==> config.mk <==
export PLATFORM = sky130hd
export DESIGN_NAME = banked_addr_decoder
export DESIGN_NICKNAME = d
export VERILOG_FILES = /design/src/rtl/bdec_pkg.sv /design/src/rtl/bdec_region.sv /design/src/rtl/bdec_regs.sv /design/src/rtl/bdec_kbd_sync.sv /design/src/rtl/bdec_rdmux.sv /design/src/rtl/banked_addr_decoder.sv
export SDC_FILE = /design/constraint.sdc
export NUM_CORES = 1
export LEC_CHECK = 0
export ABC_AREA = 0
export BUFFER_PORTS_ARGS = -buffer_cell sky130_fd_sc_hd__buf_4
export CORE_UTILIZATION = 48
export DETAILED_ROUTE_END_ITERATION = 7
export GPL_TIMING_DRIVEN = 0
export PLACE_DENSITY_LB_ADDON = 0.12
export SYNTH_ARGS = -nofsm -noshare
export SYNTH_HDL_FRONTEND = slang
export SYNTH_SLANG_ARGS = --single-unit
==> constraint.sdc <==
create_clock -name clk -period 2.4 [get_ports clk]
set_input_delay 0.36 -clock clk [delete_from_list [all_inputs] [get_ports clk]]
set_output_delay 0.36 -clock clk [all_outputs]
set_load 0.05 [all_outputs]
==> src/rtl/bdec_pkg.sv <==
package bdec_pkg;
  typedef enum logic [1:0] {
    RGN_RAM  = 2'd0,
    RGN_IO   = 2'd1,
    RGN_VRAM = 2'd2,
    RGN_ROM  = 2'd3
  } region_e;

  localparam logic [15:0] IO_BASE   = 16'h4000;
  localparam logic [15:0] VRAM_BASE = 16'h6000;
  localparam logic [15:0] ROM_BASE  = 16'hE000;

  localparam logic [15:0] CTL_ADDR  = 16'h4000;
  localparam logic [15:0] CRT_IDX_A = 16'h4200;
  localparam logic [15:0] CRT_DAT_A = 16'h4201;
  localparam logic [15:0] KBD_BASE  = 16'h4400;

  localparam int CTL_ROM_HI = 7;
  localparam int CTL_ROM_LO = 6;
  localparam int CTL_RAM    = 5;
  localparam int CTL_BANK   = 4;
  localparam int CTL_VMODE  = 3;
  localparam logic [7:0] CTL_WMASK = 8'hF8;
endpackage

==> src/rtl/bdec_region.sv <==
module bdec_region
  import bdec_pkg::*;
#(
  parameter int ADDR_W = 16,
  parameter int PHYS_W = 15
) (
  input  logic [ADDR_W-1:0] cpu_addr,
  input  logic              ram_page,
  input  logic [1:0]        rom_page,
  output region_e           region,
  output logic              ram_cs,
  output logic              io_cs,
  output logic              vram_cs,
  output logic              rom_cs,
  output logic [PHYS_W-1:0] ram_addr,
  output logic [PHYS_W-1:0] vram_addr,
  output logic [PHYS_W-1:0] rom_addr
);
  localparam int RAM_WIN_W = PHYS_W - 1;
  localparam int ROM_WIN_W = PHYS_W - 2;

  logic [ADDR_W-1:0] vram_off;

  always_comb begin
    if (cpu_addr < IO_BASE)        region = RGN_RAM;
    else if (cpu_addr < VRAM_BASE) region = RGN_IO;
    else if (cpu_addr < ROM_BASE)  region = RGN_VRAM;
    else                           region = RGN_ROM;
  end

  assign ram_cs  = (region == RGN_RAM);
  assign io_cs   = (region == RGN_IO);
  assign vram_cs = (region == RGN_VRAM);
  assign rom_cs  = (region == RGN_ROM);

  assign vram_off  = cpu_addr - VRAM_BASE;
  assign ram_addr  = {ram_page, cpu_addr[RAM_WIN_W-1:0]};
  assign rom_addr  = {rom_page, cpu_addr[ROM_WIN_W-1:0]};
  assign vram_addr = vram_off[PHYS_W-1:0];
endmodule

==> src/rtl/bdec_regs.sv <==
module bdec_regs
  import bdec_pkg::*;
#(
  parameter int ADDR_W = 16,
  parameter int DATA_W = 8,
  parameter int IDX_W  = 5
) (
  input  logic              clk,
  input  logic              rst_n,
  input  logic              io_cs,
  input  logic [ADDR_W-1:0] cpu_addr,
  input  logic [DATA_W-1:0] cpu_wdata,
  input  logic              cpu_we,
  output logic [DATA_W-1:0] ctrl_q,
  output logic [IDX_W-1:0]  crt_idx_q
);
  logic ctl_wr, idx_wr;

  assign ctl_wr = io_cs && cpu_we && (cpu_addr == CTL_ADDR);
  assign idx_wr = io_cs && cpu_we && (cpu_addr == CRT_IDX_A);

  always_ff @(posedge clk) begin
    if (!rst_n) begin
      ctrl_q    <= '0;
      crt_idx_q <= '0;
    end else begin
      if (ctl_wr) ctrl_q <= cpu_wdata & CTL_WMASK;
      if (idx_wr) crt_idx_q <= cpu_wdata[IDX_W-1:0];
    end
  end
endmodule

==> src/rtl/bdec_kbd_sync.sv <==
module bdec_kbd_sync #(
  parameter int         ROWS      = 6,
  parameter int         STAGES    = 2,
  parameter logic [7:0] LAST_MASK = 8'hE0
) (
  input  logic              clk,
  input  logic              rst_n,
  input  logic [ROWS*8-1:0] raw_rows,
  output logic [ROWS*8-1:0] sync_rows
);
  localparam int W = ROWS * 8;

  logic [W-1:0] stage_q [STAGES];

  always_ff @(posedge clk) begin
    if (!rst_n) begin
      for (int s = 0; s < STAGES; s++) stage_q[s] <= '0;
    end else begin
      stage_q[0] <= raw_rows;
      for (int s = 1; s < STAGES; s++) stage_q[s] <= stage_q[s-1];
    end
  end

  for (genvar r = 0; r < ROWS; r++) begin : g_row
    if (r == ROWS - 1) begin : g_last
      assign sync_rows[r*8 +: 8] = stage_q[STAGES-1][r*8 +: 8] & LAST_MASK;
    end else begin : g_full
      assign sync_rows[r*8 +: 8] = stage_q[STAGES-1][r*8 +: 8];
    end
  end
endmodule

==> src/rtl/bdec_rdmux.sv <==
module bdec_rdmux
  import bdec_pkg::*;
#(
  parameter int ADDR_W  = 16,
  parameter int DATA_W  = 8,
  parameter int IDX_W   = 5,
  parameter int ROWS    = 6,
  parameter int CRT_RLO = 14,
  parameter int CRT_RHI = 17
) (
  input  logic              io_cs,
  input  logic [ADDR_W-1:0] cpu_addr,
  input  logic [DATA_W-1:0] ctrl_q,
  input  logic [IDX_W-1:0]  crt_idx,
  input  logic [DATA_W-1:0] crt_rdata,
  input  logic [ROWS*8-1:0] kbd_rows,
  output logic [DATA_W-1:0] io_rdata
);
  logic crt_readable;

  assign crt_readable = (crt_idx >= IDX_W'(CRT_RLO)) && (crt_idx <= IDX_W'(CRT_RHI));

  always_comb begin
    io_rdata = '0;
    if (io_cs) begin
      if (cpu_addr == CTL_ADDR) begin
        io_rdata = ctrl_q;
      end else if (cpu_addr == CRT_DAT_A) begin
        if (crt_readable) io_rdata = crt_rdata;
      end else begin
        for (int r = 0; r < ROWS; r++) begin
          if (cpu_addr == KBD_BASE + ADDR_W'(r)) io_rdata = kbd_rows[r*8 +: 8];
        end
      end
    end
  end
endmodule

==> src/rtl/banked_addr_decoder.sv <==
module banked_addr_decoder
  import bdec_pkg::*;
#(
  parameter int ADDR_W     = 16,
  parameter int DATA_W     = 8,
  parameter int PHYS_W     = 15,
  parameter int IDX_W      = 5,
  parameter int KBD_ROWS   = 6,
  parameter int SYNC_STAGE = 2,
  parameter int CRT_RLO    = 14,
  parameter int CRT_RHI    = 17
) (
  input  logic                clk,
  input  logic                rst_n,
  input  logic [ADDR_W-1:0]   cpu_addr,
  input  logic [DATA_W-1:0]   cpu_wdata,
  input  logic                cpu_we,
  input  logic                cpu_re,
  output logic [DATA_W-1:0]   io_rdata,
  output logic                ram_cs,
  output logic                io_cs,
  output logic                vram_cs,
  output logic                rom_cs,
  output logic [PHYS_W-1:0]   ram_addr,
  output logic [PHYS_W-1:0]   vram_addr,
  output logic [PHYS_W-1:0]   rom_addr,
  output logic                bank_page,
  output logic                video_mode,
  output logic [IDX_W-1:0]    crt_index,
  output logic                crt_wr,
  output logic                crt_rd,
  output logic [DATA_W-1:0]   crt_wdata,
  input  logic [DATA_W-1:0]   crt_rdata,
  input  logic [KBD_ROWS*8-1:0] kbd_rows
);
  localparam int KW = KBD_ROWS * 8;

  region_e           region;
  logic [DATA_W-1:0] ctrl_q;
  logic [KW-1:0]     kbd_sync;
  logic              crt_dat_hit;

  bdec_region #(.ADDR_W(ADDR_W), .PHYS_W(PHYS_W)) u_region (
    .cpu_addr (cpu_addr),
    .ram_page (ctrl_q[CTL_RAM]),
    .rom_page (ctrl_q[CTL_ROM_HI:CTL_ROM_LO]),
    .region   (region),
    .ram_cs   (ram_cs),
    .io_cs    (io_cs),
    .vram_cs  (vram_cs),
    .rom_cs   (rom_cs),
    .ram_addr (ram_addr),
    .vram_addr(vram_addr),
    .rom_addr (rom_addr)
  );

  bdec_regs #(.ADDR_W(ADDR_W), .DATA_W(DATA_W), .IDX_W(IDX_W)) u_regs (
    .clk      (clk),
    .rst_n    (rst_n),
    .io_cs    (io_cs),
    .cpu_addr (cpu_addr),
    .cpu_wdata(cpu_wdata),
    .cpu_we   (cpu_we),
    .ctrl_q   (ctrl_q),
    .crt_idx_q(crt_index)
  );

  bdec_kbd_sync #(.ROWS(KBD_ROWS), .STAGES(SYNC_STAGE), .LAST_MASK(8'hE0)) u_kbd (
    .clk      (clk),
    .rst_n    (rst_n),
    .raw_rows (kbd_rows),
    .sync_rows(kbd_sync)
  );

  bdec_rdmux #(
    .ADDR_W(ADDR_W), .DATA_W(DATA_W), .IDX_W(IDX_W),
    .ROWS(KBD_ROWS), .CRT_RLO(CRT_RLO), .CRT_RHI(CRT_RHI)
  ) u_rdmux (
    .io_cs    (io_cs),
    .cpu_addr (cpu_addr),
    .ctrl_q   (ctrl_q),
    .crt_idx  (crt_index),
    .crt_rdata(crt_rdata),
    .kbd_rows (kbd_sync),
    .io_rdata (io_rdata)
  );

  assign crt_dat_hit = io_cs && (cpu_addr == CRT_DAT_A);
  assign crt_wr      = crt_dat_hit && cpu_we;
  assign crt_rd      = crt_dat_hit && cpu_re;
  assign crt_wdata   = cpu_wdata;
  assign bank_page   = ctrl_q[CTL_BANK];
  assign video_mode  = ctrl_q[CTL_VMODE];
endmodule

### Word level (Yosys, flattened, before mapping)

Memories as Yosys holds them, arrays and structs flattened.
Cells that the tools add are included.

| operators by class | value |
|---|---|
| reductions and logical operators | 8 |
| add/subtract/negate cells | 1 |
| eq/ne operators | 12 |
| $lt $le $gt $ge | 5 |
| bitwise logic cells | 2 |
| mux-type cells | 17 |

Operators by type and width:

| cell | count |
|---|---|
| == test 16 x 15 -> 1 bit (second input constant) | 9 |
| two-way mux 48 bit | 2 |
| two-way mux 8 bit | 10 |
| less-than comparator 16 x 15 -> 1 bit (second input constant) | 2 |
| less-than comparator 16 bit (second input constant) | 1 |
| subtractor 15 bit (second input constant) | 1 |
| logical AND 1 bit | 7 |
| greater-or-equal comparator 5 x 4 -> 1 bit (second input constant) | 1 |
| less-or-equal comparator 5 bit (second input constant) | 1 |
| == test 2 bit (second input constant) | 2 |
| two-way mux 2 bit | 2 |
| two-way mux 1 bit | 3 |
| == test 2 x 1 -> 1 bit (second input constant) | 1 |
| logical NOT 2 bit | 1 |
| OR 1 bit | 2 |

| storage, ports and cells | value |
|---|---|
| bits in registers | 10 |
| logic and storage cells | 48 |
| output and inout port bits | 74 |
| memories | 1 |
| bits in writable memories | 96 |
| bits of input ports | 84 |

Memory list:

| name | depth | width | rd ports | clocked after memory_dff | write ports | line | source |
|---|---|---|---|---|---|---|---|
| u_kbd.stage_q | 2 | 48 | 2 | 0 | 2 | bdec_kbd_sync.sv:13 | `logic [W-1:0] stage_q [STAGES];` |

### Longest topological paths before layout

Gate-level depths: netlist of the first run.

| logic depth | value |
|---|---|
| word-level depth | 10 |
| gate-level depth with buffers | 8 |
| depth with buffers taken out | 7 |

### By module

From an unflattened synthesis of the first run, not the netlist that was laid out.

| second synthesis, totals | value |
|---|---|
| cell total of the unflattened synthesis | 468 |
| area total of the unflattened synthesis | 4524.3 µm² |

Modules (own cells, without submodules):

| module | instances | area an instance (µm²) | cells each | sequential area each (µm²) |
|---|---|---|---|---|
| bdec_kbd_sync | 1 | 2700.1 | 230 | 1721.7 |
| bdec_rdmux | 1 | 798.3 | 112 | 0.0 |
| bdec_regs | 1 | 501.7 | 54 | 200.2 |
| bdec_region | 1 | 387.9 | 53 | 0.0 |
| banked_addr_decoder | 1 | 136.4 | 19 | 0.0 |

### Worst setup path after synthesis of the first run

No wires, ideal clock.

| timing path | value |
|---|---|
| path type | input port to output port |
| start point | input port cpu_addr[13] |
| end point | output port io_rdata[3] |
| stages on the path | 8 |
| slack | -0.708 ns |
| buffers on the path | 1 |
| required time | 2.040 ns |
| arrival | 2.748 ns |
| cell sequence | nor2_1 nand2_2 inv_2 and4b_1 buf_4 and4_4 a222oi_1 o32ai_1 |

| on the way | value |
|---|---|
| elaborated cells between the ends (all ways) | 24 |
| classes of those cells | 3 x order compare; 9 x eq/ne; 12 x mux |

RTL lines:

| item | line | source |
|---|---|---|
| start, declared | banked_addr_decoder.sv:15 | `input logic [ADDR_W-1:0] cpu_addr,` |
| less-than comparator 16 bit | bdec_region.sv:27 | `else if (cpu_addr < ROM_BASE) region = RGN_VRAM;` |
| two-way mux 1 bit | bdec_region.sv:27 |  |
| two-way mux 2 bit | bdec_region.sv:26 | `else if (cpu_addr < VRAM_BASE) region = RGN_IO;` |
| two-way mux 2 bit (*) | bdec_region.sv:25 | `if (cpu_addr < IO_BASE) region = RGN_RAM;` |
| == test 2 x 1 -> 1 bit (*) | bdec_region.sv:32 | `assign io_cs = (region == RGN_IO);` |
| net io_cs | banked_addr_decoder.sv:21 | `output logic io_cs,` |
| two-way mux 8 bit (*) | bdec_rdmux.sv:25 | `if (io_cs) begin` |
| end, declared | banked_addr_decoder.sv:19 | `output logic [DATA_W-1:0] io_rdata,` |

Mark *: on every way through the listed nets, which the timed path passes. The rest lies on a longest branch.

### Worst setup path in the final report of the first run

| timing path | value |
|---|---|
| start point | input port cpu_addr[7] |
| end point | output port io_rdata[3] |

| on the way | value |
|---|---|
| cells in the longest elaborated chain, start to end | 10 |
| elaborated cells between the ends (all ways) | 24 |
| classes of those cells | 3 x order compare; 9 x eq/ne; 12 x mux |

Ends and longest elaborated chain:

| item | line | source |
|---|---|---|
| == test 16 x 15 -> 1 bit | bdec_rdmux.sv:32 | `if (cpu_addr == KBD_BASE + ADDR_W'(r)) io_rdata = kbd_rows[r*8 +: 8];` |
| two-way mux 8 bit (6 in series) | bdec_rdmux.sv:32 |  |
| two-way mux 8 bit | bdec_rdmux.sv:28 | `end else if (cpu_addr == CRT_DAT_A) begin` |
| two-way mux 8 bit | bdec_rdmux.sv:26 | `if (cpu_addr == CTL_ADDR) begin` |
| two-way mux 8 bit (*) | bdec_rdmux.sv:25 |  |

Every way passes the cells marked *; elsewhere a longest branch is shown, timed or not.

==> reports/metrics.csv, run 1 <==
metric,value,unit
first-pass GRT wire length,13.4,mm
final WL,8.51,mm
Clock Power Share,0.321,
IO Pins,158,
via-per-instance ratio,4.66,
WHS,0.211,ns
Syn. warnings,0,
gr ovfl total,0,
kind of end point of the critical path,output port,
Placer Congestion,0.783,
Area after DPL,0.00511,mm^2
CP required,2.04,ns
Pleak,2.55,nW
critical path's top delay family,simple AND/OR/NAND/NOR gates,
net switching power,0.000861,W
worst path cell trace,buf_4 > or3_4 > and4bb_2 > and2_2 > a22oi_1 > o32ai_2 > buf_4,
Buf/Inv on CP,2,
CTS H-Tree Depth,3,
Gate power share,0.172,
Pint,0.00244,W
CP most frequent cell,buf_4,
Final Cell Area,0.00550,mm^2
"Top FF cell, synth",dfxtp_1,
# DRC,0,
DR pass1 iterations,5,
pwr dens,601,mW/mm^2
ant diodes,0,
Max Slew Vio Count,0,
Peak Freq,0.423,GHz
WP data arrival,2.00,ns
most instantiated cells after synthesis,"dfxtp_1, and2_1, buf_4",
Syn Nets,452,
chip width,91.1,um
Die ar.,0.00829,mm^2
Die Ht,91.1,um
final worst path period need,2.36,ns
Reg power frac,0.507,
busiest layer in global routing,met2,
RSZ-0062 raised after global routing,true,
Tightest Pin Transition,0.566,ns
TritonCTS buffer count,9,
met2 global-route usage,0.371,
Routed Antenna Nets,0,
core area,0.00769,mm^2
top post-synthesis cells by area,"dfxtp_1, and2_1, buf_4, mux2i_1, nor2b_1",
Post-Syn Area per Cell,10.3,um^2
final setup violation count,0,
critical path type,in -> out,
clk buf depth,2,
top-count cell post-synth,dfxtp_1,
worst-skew pair later-pin latency,0.35,ns
critical register-to-register path startpoint,u_regs.crt_idx_q[3],
Worst Skew,0.00477,ns
met3 Use GR,0.0385,
Final period util,0.984,
MaxCap Viol Count,0,
Post-Syn Area,0.00381,mm^2
TritonCTS clock tree,yes,
largest net degree at the start of global routing,17,
endpoints failing hold,0,
Clock Pin Slew Worst Setup and Hold Paths,0.09,ns
initial antenna violation count,0,
WL/cell,13.2,um
clock root buffer,clkbuf_8,
Post-synth EDFFs,0,
CP max FO,6,
Yosys top cell area share,0.505,
post-synthesis sequential area ratio,0.505,
row cnt,32,
slowest cell on the critical path,or3_4,
Pwr Total,0.00330,W
CP Launch Type,primary input,
Final #Nets,621,
Slew headroom,0.623,
vias,3004,
I/O Buffers,149,
Worst VDD drop,0.445,mV
gr usage total,0.208,
Worst setup startpoint,cpu_addr[7],
Starting Density,0.495,
fillcell total,597,
status,completed,
DP Wirelength,6.49,mm
Slowest Stage Delay on Critical Path,0.42,ns
"FF+latch count, synth",96,
ys async rst share,0,
synthesized instance count,368,
final core utilization,0.715,
GRT met1 Usage,0.245,
setup TNS,0,ns
number of global-route vias before repair,2759,
"area leader, netlist",dfxtp_1,
CTS Sinks,96,
Net Sw Frac,0.261,
Hold Path Class,in -> reg,
Hold Path Origin,kbd_rows[6],
initial DRC count,148,
layout cells sized above 1,0.500,
Area Overhead vs Synth,44.3,%
Netlist cell types,47,
## per-layer routing
layer | vias up | share of wire
li1 | 1513 | -
met1 | 1372 | 0.42
met2 | 110 | 0.51
met3 | 9 | 0.055
met4 | 0 | 0.013
met5 | - | 0
## sequential cells by signal, summed over array words and instances, names as in the netlist
register	cells
u_regs.crt_idx_q	5
u_regs.ctrl_q	5
u_kbd.stage_q	86
## layout make-up
class	instances	area, um^2	share of cell area
sequential	96	1920	0.350
inverter	2	12.5	0.00228
clock buffer	11	141	0.0257
clock inverter	5	63.8	0.0116
multi-input combinational	205	1560	0.285
buffer	64	443	0.0806
tap	102	128	0.0232
timing repair buffer	159	1220	0.222
## cell families (layout without fill, tap and decap cells)
kind of cell              count (synthesis)  after routing  share of synthesized area
AOI/OAI and AO/OA                        34             34                     0.0637
xor gates and xnor gates                  2              2                    0.00460
buffers and inverters                    67            241                      0.118
and+or+nand+nor                         152            152                      0.257
DFF                                      96             96                      0.505
muxes                                    17             17                     0.0529
## final timing paths
path              depth (start not counted)  slack [ns]              endpoint
setup / recovery                          7        0.04           io_rdata[3]
hold / removal                            2        0.21   u_kbd.stage_q[0][6]
setup reg to reg                          2        1.69   u_regs.crt_idx_q[3]
hold reg to reg                           1        0.43  u_kbd.stage_q[0][49]
## per-stage QoR
| step | std cells | worst slack [ns] |
|---|---|---|
| after detailed placement | 619 | -0.325 |
| after floorplan | 368 | -0.143 |
| final | 644 | 0.0377 |
| after global placement | 619 | -0.289 |
| after CTS | 636 | 0.000717 |
| after global routing | 644 | -0.00964 |
## cells in the final DEF (no fill, tap or decap), types with 3 or more instances in the layout
| cell type | n |
|---|---|
| dfxtp_1 | 96 |
| o21ai_2 | 3 |
| a21oi_1 | 4 |
| buf_6 | 7 |
| a222oi_1 | 5 |
| o22ai_2 | 3 |
| a22oi_1 | 3 |
| nor2_1 | 6 |
| nor3_1 | 4 |
| mux2i_1 | 10 |
| and2_1 | 88 |
| or2_2 | 6 |
| nor2b_1 | 14 |
| clkbuf_8 | 10 |
| buf_4 | 202 |
| nand3_1 | 3 |
| mux2_2 | 5 |
| clkbuf_1 | 10 |
| o2111ai_1 | 3 |
| nand2_1 | 7 |
## worst register-to-register path: cells and delay by family, from the launching register on
kind	cells	cell delay, ns
simple gates	1	0.15
mux	1	0.09
flops	1	0.40
## power groups by stage
stage	clock, W	sequential (W)	combinational (W)
final	0.00106	0.00167	0.000569
after global routing	0.00116	0.00168	0.000603
after CTS	0.00108	0.00167	0.000565
after global placement	0	0.00171	0.000550
after detailed placement	0	0.00171	0.000559
after floorplan	0	0.00170	0.000349
## timing repair
item                       in CTS  in global routing
pin swaps                       6                  7
buffers inserted                1                  8
gates cloned                    0                  1
setup endpoints to repair       8                  8
resized for setup              12                 18
hold buffers                    0                  0
(Power assumes the default switching activity.)
==> run 2: changes to the inputs <==
RECOVER_POWER = 50   (was unset)
==> reports/metrics.csv, run 2 (synthesis results as in run 1) <==
metric,value,unit,change
# DRC,0,,unchanged
Peak Freq,0.423,GHz,about the same
clk buf depth,2,,unchanged
Final #Nets,621,,unchanged
Pleak,2.51,nW,-1.4%
ant diodes,0,,unchanged
gr usage total,0.208,,unchanged
final WL,8.55,mm,+0.47%
core area,0.00769,mm^2,unchanged
gr ovfl total,0,,unchanged
clock root buffer,clkbuf_8,,
biggest regs,"u_kbd.stage_q x86, u_regs.crt_idx_q x5, u_regs.ctrl_q x5",,
Worst Skew,0.00530,ns,+0.000534 ns
WL/cell,13.3,um,+0.47%
fillcell total,598,,+0.17%
status,completed,,
Multi-input gate area,0.00156,mm^2,unchanged
endpoints failing hold,0,,unchanged
Starting Density,0.495,,unchanged
Die ar.,0.00829,mm^2,unchanged
WP data arrival,2.00,ns,about the same
"commonest cells after routing, fill and taps aside","buf_4, dfxtp_1, and2_1, and2_0, nor2b_1",,
slowest cell on the critical path,or3_4,,
Area Overhead vs Synth,44.3,%,about the same
Hold Path Class,in -> reg,,
worst path cell trace,buf_4 > or3_4 > and4bb_2 > and2_2 > a22oi_1 > o32ai_2 > buf_4,,
Worst VDD drop,0.446,mV,+0.27%
kind of end point of the critical path,output port,,
Die Ht,91.1,um,unchanged
"commonest non-fill, non-tap cell in the layout",buf_4,,
row cnt,32,,unchanged
vias,2998,,-0.20%
number of global-route vias before repair,2759,,unchanged
max reg flops,86,,unchanged
Top reg by flops,u_kbd.stage_q,,
CTS Sinks,96,,unchanged
Area after DPL,0.00511,mm^2,unchanged
via-per-instance ratio,4.66,,-0.20%
CP max FO,6,,unchanged
IO Pins,158,,unchanged
DR pass1 iterations,4,,-1
R2R cell count,2,,unchanged
chip width,91.1,um,unchanged
final instance count without filler cells,644,,unchanged
TritonCTS clock tree,yes,,
I/O Buffers,149,,unchanged
Tightest Pin Transition,0.565,ns,-0.000326 ns
initial antenna violation count,0,,unchanged
TritonCTS buffer count,9,,unchanged
register area,0.00192,mm^2,unchanged
Routed Antenna Nets,0,,unchanged
Clock Pin Slew Worst Setup and Hold Paths,0.09,ns,about the same
Register-to-Register Setup Slack,1.69,ns,about the same
first-pass GRT wire length,13.4,mm,unchanged
DP Wirelength,6.49,mm,unchanged
Max Slew Vio Count,0,,unchanged
final setup violation count,0,,unchanged
Slowest Stage Delay on Critical Path,0.42,ns,about the same
initial DRC count,146,,-1.4%
critical path type,in -> out,,
Final Cell Area,0.00549,mm^2,about the same
Slew headroom,0.623,,about the same
Hold Path Stages,2,,unchanged
setup TNS,0,ns,unchanged
placed cells,619,,unchanged
Final period util,0.984,,about the same
CP most frequent cell,buf_4,,
CTS H-Tree Depth,3,,unchanged
final worst path period need,2.36,ns,-0.000894 ns
CP required,2.04,ns,about the same
largest net degree at the start of global routing,17,,unchanged
final worst slack,0.0385,ns,+0.000894 ns
pwr dens,601,mW/mm^2,about the same
final core utilization,0.715,,about the same
CP Launch Type,primary input,,
RSZ-0062 raised after global routing,true,,
layout cells sized above 1,0.498,,-0.00185
Place WS,-0.325,ns,unchanged
MaxCap Viol Count,0,,unchanged
worst-skew pair later-pin latency,0.35,ns,about the same
Placer Congestion,0.783,,unchanged
==> run 2: changes by cell type in the layout (fill, tap and decap cells not counted), sizes merged <==
cell | before | now
buf | 212 | 211
clkbuf | 22 | 23
==> run 2: area by class of cell <==
class | count | share of cell area
Inverter | 2 | 0.00228
Sequential cell | 96 | 0.350
Tap cell | 102 | 0.0232
Multi-Input combinational cell | 205 | 0.285
Buffer | 64 | 0.0804
Clock inverter | 5 | 0.0116
Clock buffer | 11 | 0.0257
Timing Repair Buffer | 159 | 0.222
==> run 2: routing by layer <==
layer | track usage | up-vias | share of wire
met5 | 0 | - | 0
met3 | 0.0385 | 7 | 0.054
met2 | 0.371 | 109 | 0.50
met1 | 0.245 | 1369 | 0.43
met4 | 0.0807 | 0 | 0.013
li1 | - | 1513 | -
==> run 2: worst max-delay path: cells and delay by family <==
family	cells	cell delay [ns]
AND/OR/NAND/NOR	3	1.04
AO/OA/AOI/OAI	2	0.23
buffers and inverters	2	0.37
==> run 2: metrics by stage <==
| step | power (W) | hold slack, ns |
|---|---|---|
| after floorplan | 0.00205 | 0.412 |
| after global placement | 0.00226 | 0.415 |
| after detailed placement | 0.00227 | 0.419 |
| after CTS | 0.00332 | 0.199 |
| after global routing | 0.00344 | 0.199 |
| final | 0.00330 | 0.211 |
==> run 2: worst paths after layout <==
check                                             to           startpoint
worst max-delay path                     io_rdata[3]          cpu_addr[7]
worst min-delay path            u_kbd.stage_q[0][26]         kbd_rows[26]
worst max register to register   u_regs.crt_idx_q[3]  u_regs.crt_idx_q[3]
worst min register to register  u_kbd.stage_q[0][49]  u_kbd.stage_q[0][1]
==> run 2: repair_timing <==
| item | CTS | global route |
|---|---|---|
| resized for setup | 12 | 18 |
| hold buffers | 0 | 0 |
| buffers inserted | 1 | 8 |
| gates cloned | 0 | 1 |
| pin swaps | 6 | 7 |
| setup endpoints to repair | 8 | 8 |
==> run 2: power by group <==
group / switching [W] / internal, W
sequential: 0.0000143 / 0.00166
combinational: 0.000310 / 0.000257
clock: 0.000540 / 0.000522
